--- src/rtl/lx_pkg.sv ---
package lx_pkg;

  localparam int INSTR_W = 32;
  localparam int REG_AW  = 5;
  localparam int REG_CNT = 1 << REG_AW;
  localparam int IMM_W   = 16;

  localparam logic [5:0] OPC_REGFORM = 6'b000000;
  localparam logic [5:0] OPC_ANDI    = 6'b001100;
  localparam logic [5:0] OPC_ORI     = 6'b001101;
  localparam logic [5:0] OPC_XORI    = 6'b001110;

  localparam logic [5:0] FN_AND = 6'b100100;
  localparam logic [5:0] FN_OR  = 6'b100101;
  localparam logic [5:0] FN_XOR = 6'b100110;
  localparam logic [5:0] FN_NOR = 6'b100111;

  typedef enum logic [1:0] {
    LOP_AND,
    LOP_OR,
    LOP_XOR,
    LOP_NOR
  } lop_e;

  typedef struct packed {
    logic [5:0]        opcode;
    logic [REG_AW-1:0] srcA;
    logic [REG_AW-1:0] srcB;
    logic [REG_AW-1:0] dstR;
    logic [4:0]        shamt;
    logic [5:0]        funct;
  } instr_t;

  typedef struct packed {
    logic              wrEn;
    logic              useImm;
    lop_e              op;
    logic [REG_AW-1:0] rdA;
    logic [REG_AW-1:0] rdB;
    logic [REG_AW-1:0] dest;
    logic [IMM_W-1:0]  imm;
  } ctrl_t;

endpackage

--- src/rtl/lx_decode.sv ---
module lx_decode
  import lx_pkg::*;
(
  input  logic                clk,
  input  logic                rst,
  input  logic                instrValid,
  input  logic [INSTR_W-1:0]  instrWord,
  output ctrl_t               ctrl,
  output logic                illegal,
  output logic                wbDone
);

  instr_t fields;
  logic   isLegal;
  logic   rejectNow;
  logic   useImm;
  lop_e   op;
  logic [REG_AW-1:0] dest;

  assign fields = instr_t'(instrWord);

  always_comb begin
    isLegal = 1'b0;
    useImm  = 1'b0;
    op      = LOP_AND;
    dest    = fields.dstR;
    unique case (fields.opcode)
      OPC_REGFORM: begin
        if (fields.shamt == 5'd0) begin
          unique case (fields.funct)
            FN_AND:  begin isLegal = 1'b1; op = LOP_AND; end
            FN_OR:   begin isLegal = 1'b1; op = LOP_OR;  end
            FN_XOR:  begin isLegal = 1'b1; op = LOP_XOR; end
            FN_NOR:  begin isLegal = 1'b1; op = LOP_NOR; end
            default: isLegal = 1'b0;
          endcase
        end
      end
      OPC_ANDI: begin isLegal = 1'b1; useImm = 1'b1; op = LOP_AND; dest = fields.srcB; end
      OPC_ORI:  begin isLegal = 1'b1; useImm = 1'b1; op = LOP_OR;  dest = fields.srcB; end
      OPC_XORI: begin isLegal = 1'b1; useImm = 1'b1; op = LOP_XOR; dest = fields.srcB; end
      default:  isLegal = 1'b0;
    endcase
  end

  assign rejectNow   = instrValid && !isLegal;
  assign ctrl.wrEn   = instrValid && isLegal;
  assign ctrl.useImm = useImm;
  assign ctrl.op     = op;
  assign ctrl.rdA    = fields.srcA;
  assign ctrl.rdB    = fields.srcB;
  assign ctrl.dest   = dest;
  assign ctrl.imm    = instrWord[IMM_W-1:0];

  always_ff @(posedge clk) begin
    if (rst) begin
      illegal <= 1'b0;
      wbDone  <= 1'b0;
    end else begin
      illegal <= rejectNow;
      wbDone  <= ctrl.wrEn;
    end
  end

  // the two outcome flags exclude each other
  a_r7_flags_exclusive: assert property (@(posedge clk) disable iff (rst)
    !(illegal && wbDone));

  // no flag without a strobe in the cycle before
  a_r8_flag_needs_valid: assert property (@(posedge clk) disable iff (rst)
    (illegal || wbDone) |-> $past(instrValid));

  // a rejected word never produced a write strobe
  a_r6_reject_no_write: assert property (@(posedge clk) disable iff (rst)
    illegal |-> !$past(ctrl.wrEn));

endmodule

--- src/rtl/lx_regfile.sv ---
module lx_regfile
  import lx_pkg::*;
#(
  parameter int DATA_W = 32,
  parameter int NUM_RD = 3
) (
  input  logic              clk,
  input  logic              rst,
  input  logic              wrEn,
  input  logic [REG_AW-1:0] wrAddr,
  input  logic [DATA_W-1:0] wrData,
  input  logic [REG_AW-1:0] rdAddr [NUM_RD],
  output logic [DATA_W-1:0] rdData [NUM_RD]
);

  logic [DATA_W-1:0] regs [REG_CNT];

  always_ff @(posedge clk) begin
    for (int i = 0; i < REG_CNT; i++) begin
      if (rst) begin
        regs[i] <= '0;
      end else if (wrEn && (wrAddr != '0) && (wrAddr == REG_AW'(i))) begin
        regs[i] <= wrData;
      end
    end
  end

  for (genvar p = 0; p < NUM_RD; p++) begin : gRead
    assign rdData[p] = (rdAddr[p] == '0) ? '0 : regs[rdAddr[p]];
  end

  // the zero register never holds anything but zero
  a_r5_zero_reg: assert property (@(posedge clk) disable iff (rst)
    regs[0] == '0);

  // a write to a nonzero register lands at the next edge
  a_r2_write_lands: assert property (@(posedge clk) disable iff (rst)
    (wrEn && wrAddr != '0) |=> regs[$past(wrAddr)] == $past(wrData));

endmodule

--- src/rtl/lx_datapath.sv ---
module lx_datapath
  import lx_pkg::*;
#(
  parameter int DATA_W = 32
) (
  input  logic              clk,
  input  logic              rst,
  input  ctrl_t             ctrl,
  input  logic [REG_AW-1:0] dbgAddr,
  output logic [DATA_W-1:0] dbgData
);

  localparam int NUM_RD = 3;
  localparam int PAD_W  = DATA_W - IMM_W;

  logic [REG_AW-1:0] rdAddr [NUM_RD];
  logic [DATA_W-1:0] rdData [NUM_RD];
  logic [DATA_W-1:0] operandA;
  logic [DATA_W-1:0] operandB;
  logic [DATA_W-1:0] result;

  assign rdAddr[0] = ctrl.rdA;
  assign rdAddr[1] = ctrl.rdB;
  assign rdAddr[2] = dbgAddr;

  lx_regfile #(
    .DATA_W (DATA_W),
    .NUM_RD (NUM_RD)
  ) uRegs (
    .clk    (clk),
    .rst    (rst),
    .wrEn   (ctrl.wrEn),
    .wrAddr (ctrl.dest),
    .wrData (result),
    .rdAddr (rdAddr),
    .rdData (rdData)
  );

  assign operandA = rdData[0];
  assign operandB = ctrl.useImm ? {{PAD_W{1'b0}}, ctrl.imm} : rdData[1];
  assign dbgData  = rdData[2];

  always_comb begin
    unique case (ctrl.op)
      LOP_AND: result = operandA & operandB;
      LOP_OR:  result = operandA | operandB;
      LOP_XOR: result = operandA ^ operandB;
      LOP_NOR: result = ~(operandA | operandB);
      default: result = '0;
    endcase
  end

  // an immediate AND can never set the upper half
  a_r4_andi_upper_zero: assert property (@(posedge clk) disable iff (rst)
    (ctrl.wrEn && ctrl.useImm && ctrl.op == LOP_AND) |-> result[DATA_W-1:IMM_W] == '0);

endmodule

--- src/rtl/logic_exec_unit.sv ---
module logic_exec_unit
  import lx_pkg::*;
#(
  parameter int DATA_W = 32
) (
  input  logic                clk,
  input  logic                rst,
  input  logic                instrValid,
  input  logic [INSTR_W-1:0]  instrWord,
  input  logic [REG_AW-1:0]   dbgAddr,
  output logic [DATA_W-1:0]   dbgData,
  output logic                illegal,
  output logic                wbDone
);

  ctrl_t ctrl;

  lx_decode uDecode (
    .clk        (clk),
    .rst        (rst),
    .instrValid (instrValid),
    .instrWord  (instrWord),
    .ctrl       (ctrl),
    .illegal    (illegal),
    .wbDone     (wbDone)
  );

  lx_datapath #(
    .DATA_W (DATA_W)
  ) uData (
    .clk     (clk),
    .rst     (rst),
    .ctrl    (ctrl),
    .dbgAddr (dbgAddr),
    .dbgData (dbgData)
  );

endmodule

--- config.mk ---
export PLATFORM = sky130hd
export DESIGN_NAME = logic_exec_unit
export DESIGN_NICKNAME = d
export VERILOG_FILES = /design/src/rtl/lx_pkg.sv /design/src/rtl/lx_decode.sv /design/src/rtl/lx_regfile.sv /design/src/rtl/lx_datapath.sv /design/src/rtl/logic_exec_unit.sv
export SDC_FILE = /design/constraint.sdc
export NUM_CORES = 2
export LEC_CHECK = 0
export BUFFER_PORTS_ARGS = -buffer_cell sky130_fd_sc_hd__buf_2
export CELL_PAD_IN_SITES_DETAIL_PLACEMENT = 0
export CELL_PAD_IN_SITES_GLOBAL_PLACEMENT = 1
export CORE_MARGIN = 4
export CORE_UTILIZATION = 59
export CTS_CLUSTER_SIZE = 28
export DETAILED_ROUTE_END_ITERATION = 7
export PLACE_DENSITY_LB_ADDON = 0.15
export SLEW_MARGIN = 20
export SYNTH_ARGS = -nofsm -noshare
export SYNTH_HDL_FRONTEND = slang
export SYNTH_SLANG_ARGS = --single-unit
--- constraint.sdc ---
create_clock -name clk -period 6.3 [get_ports clk]
set_clock_uncertainty 0.2 [all_clocks]
set_input_delay 1.26 -clock clk [delete_from_list [all_inputs] [get_ports clk]]
set_output_delay 1.26 -clock clk [all_outputs]
set_load 0.02 [all_outputs]
== Word level (Yosys, flattened, before mapping) ==
Memories as Yosys holds them, arrays and structs flattened.
Cells that the tools add are included.

* Eq/ne operators: 41
* Muxes and demuxes: 143
* Bitwise gates (word level): 36
* Reductions and logical operators: 46

{| class="wikitable"
|+ Operators with widths
! operator !! number
|-
| 32-bit two-way mux || 36
|-
| 32-bit case mux with 4 select lines || 1
|-
| 1-bit two-way mux || 101
|-
| 5-bit equality test, second input constant || 16
|-
| 5-bit by 4-bit equality test with 1-bit output, second input constant || 8
|-
| 1-bit logical AND || 35
|-
| 32-bit AND || 1
|-
| 32-bit inverter || 1
|-
| 1-bit bitwise OR || 32
|-
| 32-bit bitwise OR || 1
|-
| 32-bit XOR || 1
|-
| 5-bit zero test || 5
|-
| 6-bit equality test, second input constant || 4
|-
| 5-bit by 3-bit equality test with 1-bit output, second input constant || 4
|-
| 6-bit by 4-bit equality test with 1-bit output, second input constant || 3
|-
| 2-bit case mux with 3 select lines || 2
|-
| 5-bit by 2-bit equality test with 1-bit output, second input constant || 2
|-
| 6-bit zero test || 1
|-
| 5-bit by 1-bit equality test with 1-bit output, second input constant || 1
|-
| 5-bit two-way mux || 1
|-
| 5-bit nonzero test || 1
|-
| 2-bit equality test, second input constant || 2
|-
| 4-bit OR reduction || 1
|-
| 3-bit OR reduction || 1
|-
| other kinds (5) || 5
|}

* Bits in registers: 2
* Memory bits (writable): 1,024
* Input port bits: 40
* Output and inout port bits: 34
* Logic and storage cells: 269
* Memories: 1

{| class="wikitable"
|+ Memories
! memory !! words !! bits a word !! rd ports !! clocked after memory_dff !! write ports !! line !! RTL
|-
| uData.uRegs.regs || 32 || 32 || 3 || 0 || 32 || lx_regfile.sv:16 || <nowiki>logic [DATA_W-1:0] regs [REG_CNT];</nowiki>
|}

== Logic depth before layout (Yosys ltp) ==
* Depth after elaboration: 12
* Mapped depth: 16
* Mapped depth without buffers: 10

== Cells and area by module ==
A second synthesis with hierarchy kept.

* Cell total of the unflattened synthesis: 4,645
* Area total of the unflattened synthesis: 65,600.4 um2

{| class="wikitable"
|+ By module, submodules not included
! module !! times used !! cells an instance !! area an instance (um2) !! seq. area each (um2)
|-
| lx_regfile || 1 || 4,323 || 62,765.2 || 30,749.5
|-
| lx_datapath || 1 || 270 || 2,379.8 || 0.0
|-
| lx_decode || 1 || 52 || 455.4 || 40.0
|}

== Worst setup path before layout ==
OpenSTA, ideal clock, no wires.

* Path kind: input port to output port
* From: in dbgAddr[0]
* To: out dbgData[10]
* Data arrival time: 3.258 ns
* Data required time: 4.840 ns
* Slack: 1.582 ns
* Cell stages on the path: 7
* Path buffers: 3
* Cells stage by stage: clkbuf_1 buf_2 buf_2 mux4_2 mux4_2 nand2_1 o21ai_0

* Cells in the longest elaborated chain, start to end: 2
* Elaborated cells on any way between the ends: 3
* Classes of those cells: 1 x mux; 1 x reduce/logical; 1 x memory

{| class="wikitable"
|+ Ends and longest elaborated chain
! item !! line !! RTL
|-
| start: declaration || logic_exec_unit.sv:10 || <nowiki>input logic [REG_AW-1:0] dbgAddr,</nowiki>
|-
| memory 32 x 32 bit or 5-bit zero test (tied branches) || n/a ||
|-
| 32-bit two-way mux * || lx_regfile.sv:29 || <nowiki>assign rdData[p] = (rdAddr[p] == '0) ? '0 : regs[rdAddr[p]];</nowiki>
|-
| end: declaration || logic_exec_unit.sv:11 || <nowiki>output logic [DATA_W-1:0] dbgData,</nowiki>
|}

Mark *: on every way between the ends. The rest lies on a longest branch, timed or not.

== Final worst setup path ==
* From: in dbgAddr[0]
* To: out dbgData[28]

Same word-level chain as after synthesis.

==> impl_metrics.py <==
metrics = {
    "route": {
        "dr.pass1.iters": 8,
        "first_iter_violations": 9366,
        "routed_wirelength_um": 267000,
        "drc": 0,
        "wl_per_cell_um": 43.9,
        "num_vias": 51965,
        "postRouteAntennaNets": 0,
        "via_per_inst": 8.55,
    },
    "worst_setup_path": {
        "startpoint": "dbgAddr[0]",
        "cp_top_family": "buffers and inverters",
        "worstReg2RegStart": "uData.uRegs.regs[8][27]$_SDFFCE_PN0P_",
        "path_max_fanout": 35,
        "crit_path_max_incr_delay_ns": 0.54,
        "crit_chain": "buf_8 -> buf_12 -> mux4_2 -> mux4_2 -> nand2_1 -> o21ai_0 -> buf_2",
        "slowest_stage": "mux4_2",
        "worst-path-buf-inv": 3,
        "worst_setup_path_end_kind": "output pin",
        "cp.arrival_ns": 3.92,
        "cpMostUsedCell": "mux4_2",
        "criticalPathCategory": "input pin to output pin",
        "required_ns": 4.84,
        "worstSetupStartpointType": "input pin",
    },
    "power_and_ir_drop": {
        "p_seq_frac": 0.435,
        "pwr-share-clk": 0.372,
        "switching_share": 0.289,
        "pwr-share-comb": 0.193,
        "p_leak_nw": 24.2,
        "p_int_mw": 13.0,
        "switching_power_mw": 5.25,
        "vdd_drop_max_uv": 364,
        "power_density_mw_per_mm2": 242,
    },
    "final_layout": {
        "synthToLayoutAreaGrowth_pct": 10.9,
        "fin_nets": 4563,
        "drive_gt1_frac": 0.343,
        "nFillCells": 8024,
    },
    "die": {
        "initial_core_util": 0.594,
        "coreArea_sq_mm": 0.114,
        "rows": 124,
        "io_pins": 74,
        "die_y_um": 347,
        "die_x_um": 347,
        "die-area_sq_mm": 0.121,
    },
    "clock_tree": {
        "cts_resized": 0,
        "cts_buffers": 112,
        "hold_buffers": 0,
        "clk_latency_ns": 0.72,
        "cts_tree": "built",
        "clock_sinks": 1026,
        "cts_root_buf": "clkbuf_16",
        "clock_path_buffers": 3,
        "cts.clk_slew.worst_paths_ns": 0.06,
        "htreeDepth": 3,
        "cts_setup_buffers": 0,
    },
    "yosys": {
        "synth_common_cells": "edfxtp_1, a211oi_1, mux4_2",
        "async_flop_share": 0,
        "yosysTopAreaCell": "edfxtp_1",
        "yosys_warnings": 0,
        "synth_edf_count": 1024,
        "syn_inst": 4612,
        "synth.ff_latch_count": 1026,
        "yosys-top-cells-area": "edfxtp_1, mux4_2, a211oi_1",
        "ys.flop_type": "edfxtp_1",
        "yosysSeqAreaShare": 0.453,
        "synth_top_area_share": 0.453,
        "syn_area_sq_mm": 0.0679,
        "ys_types": 57,
        "yosysMostFrequentCell": "edfxtp_1",
        "syn_area_per_cell_sq_um": 14.7,
    },
    "timing": {
        "setup_viol": 0,
        "final-hold-violation-count": 0,
        "period_minus_slack_ns": 5.38,
        "period_share": 0.854,
        "worstMarginPinSlew_ns": 1.25,
        "fmax_mhz": 186,
        "fin_ws_ns": 0.922,
        "max-slew-margin-rel": 0.164,
        "tns_ns": 0,
        "rsz0062_at_grt": "no",
        "slew_viol_final": 0,
    },
    "grt": {
        "grt_pass1_vias": 49959,
        "grt_max_degree": 93,
        "antenna_found_initial": 13,
        "grt_first_pass_wirelength_um": 373000,
        "grt_use_total": 0.438,
        "grt-ovfl-total": 0,
    },
    "placed_design": {
        "portBuffers": 73,
        "gp_congestion": 0.932,
        "hpwl_um": 157000,
        "dp_worst_setup_slack_ns": 0.927,
    },
    "status": {
        "status": "complete, no violations",
    },
    "flow_run": {
        "maxCapViolCount": 0,
    },
    "worst_hold_path": {
        "hold_path.class": "input pin to flop",
        "hp-start": "rst",
    },
}
worst paths after layout:
path | end | slack [ns] | depth (start not counted)
max | dbgData[28] | 0.92 | 7
min | uData.uRegs.regs[0][0]$_SDFFCE_PN0P_ | 0.88 | 1
max reg2reg | uData.uRegs.regs[26][27]$_SDFFCE_PN0P_ | 2.72 | 9
min reg2reg | uData.uRegs.regs[4][3]$_SDFFCE_PN0P_ | 1.32 | 7
area by class of cell:
cell class / count / area, sq um / share of cell area
multi-input cells: 2840 / 34900 / 0.463
repair buffers: 411 / 3770 / 0.0501
clock inverters: 60 / 633 / 0.00841
well taps: 1512 / 1890 / 0.0251
clock buffers: 147 / 3060 / 0.0406
diodes: 17 / 42.5 / 0.000565
inverters: 68 / 255 / 0.00339
flip-flops and latches: 1026 / 30800 / 0.409
state kept, by name, indices dropped and copies added, names as in the netlist:
signal,flops
uDecode.illegal,1
uData.uRegs.regs,1024
uDecode.wbDone,1
worst reg2reg max path, stage by stage (launching register included):
cell and delay [ns]:
edfxtp_1 0.42, mux4_2 0.47, mux4_2 0.49, o21a_1 0.21, ha_1 0.22, o21ai_0 0.08, a21oi_1 0.09, a211oi_4 0.73
buf_4 0.32, a211oi_1 0.06
power groups by stage:
stage	Clock, mW	Combinational (mW)	Sequential [mW]
floorplan	0	2.23	7.99
global placement	0	3.36	8.02
detailed placement	0	3.40	8.05
CTS	6.76	3.41	7.91
global route	7.05	3.62	7.94
finish	6.78	3.51	7.92
cells by family (layout without fill, tap and decap cells):
kind of cell | Yosys count | after routing | share of synthesized area
compound gates | 1406 | 1406 | 0.156
mux | 1041 | 1041 | 0.304
fa+ha+maj | 64 | 64 | 0.0118
flops | 1026 | 1026 | 0.453
other cells | 1 | 49 | 0.0000552
simple gates | 265 | 265 | 0.0205
xor+xnor | 32 | 32 | 0.00413
buf+inv | 777 | 686 | 0.0504
routing by layer:
layer,global-route usage,up-vias,wire length (um)
met5,0.00432,-,85
met4,0.273,4,19800
met3,0.179,1139,45900
met2,0.610,5050,113000
met1,0.576,26143,87900
li1,-,19629,-
cells in the final DEF (no fill, tap or decap), types with 18 or more instances in the layout:
master	count
xnor2_2	32
ha_1	64
clkbuf_1	27
nand2_1	91
buf_4	277
a211oi_2	32
inv_1	68
clkinv_2	18
nand4_1	37
mux4_2	815
edfxtp_1	1024
a221oi_1	31
a21oi_1	36
buf_12	61
clkbuf_16	116
buf_2	61
a31oi_1	18
nand3_1	35
mux2i_1	226
a211oi_1	978
a22oi_1	73
o21ai_0	78
conb_1	32
a211oi_4	31
nand3_4	18
stage by stage:
stage	hold WS [ns]	utilization	area [sq um]	cells	total power, mW
floorplan	1.02	-	68000	4643	10.2
global placement	1.24	0.626	71500	5854	11.4
finish	0.880	0.659	75300	6081	18.2
CTS	0.835	0.658	75200	6063	18.1
detailed placement	1.28	0.626	71600	5856	11.4
global route	0.867	0.658	75300	6065	18.6
Note: power is estimated with default switching activity, not from simulation.
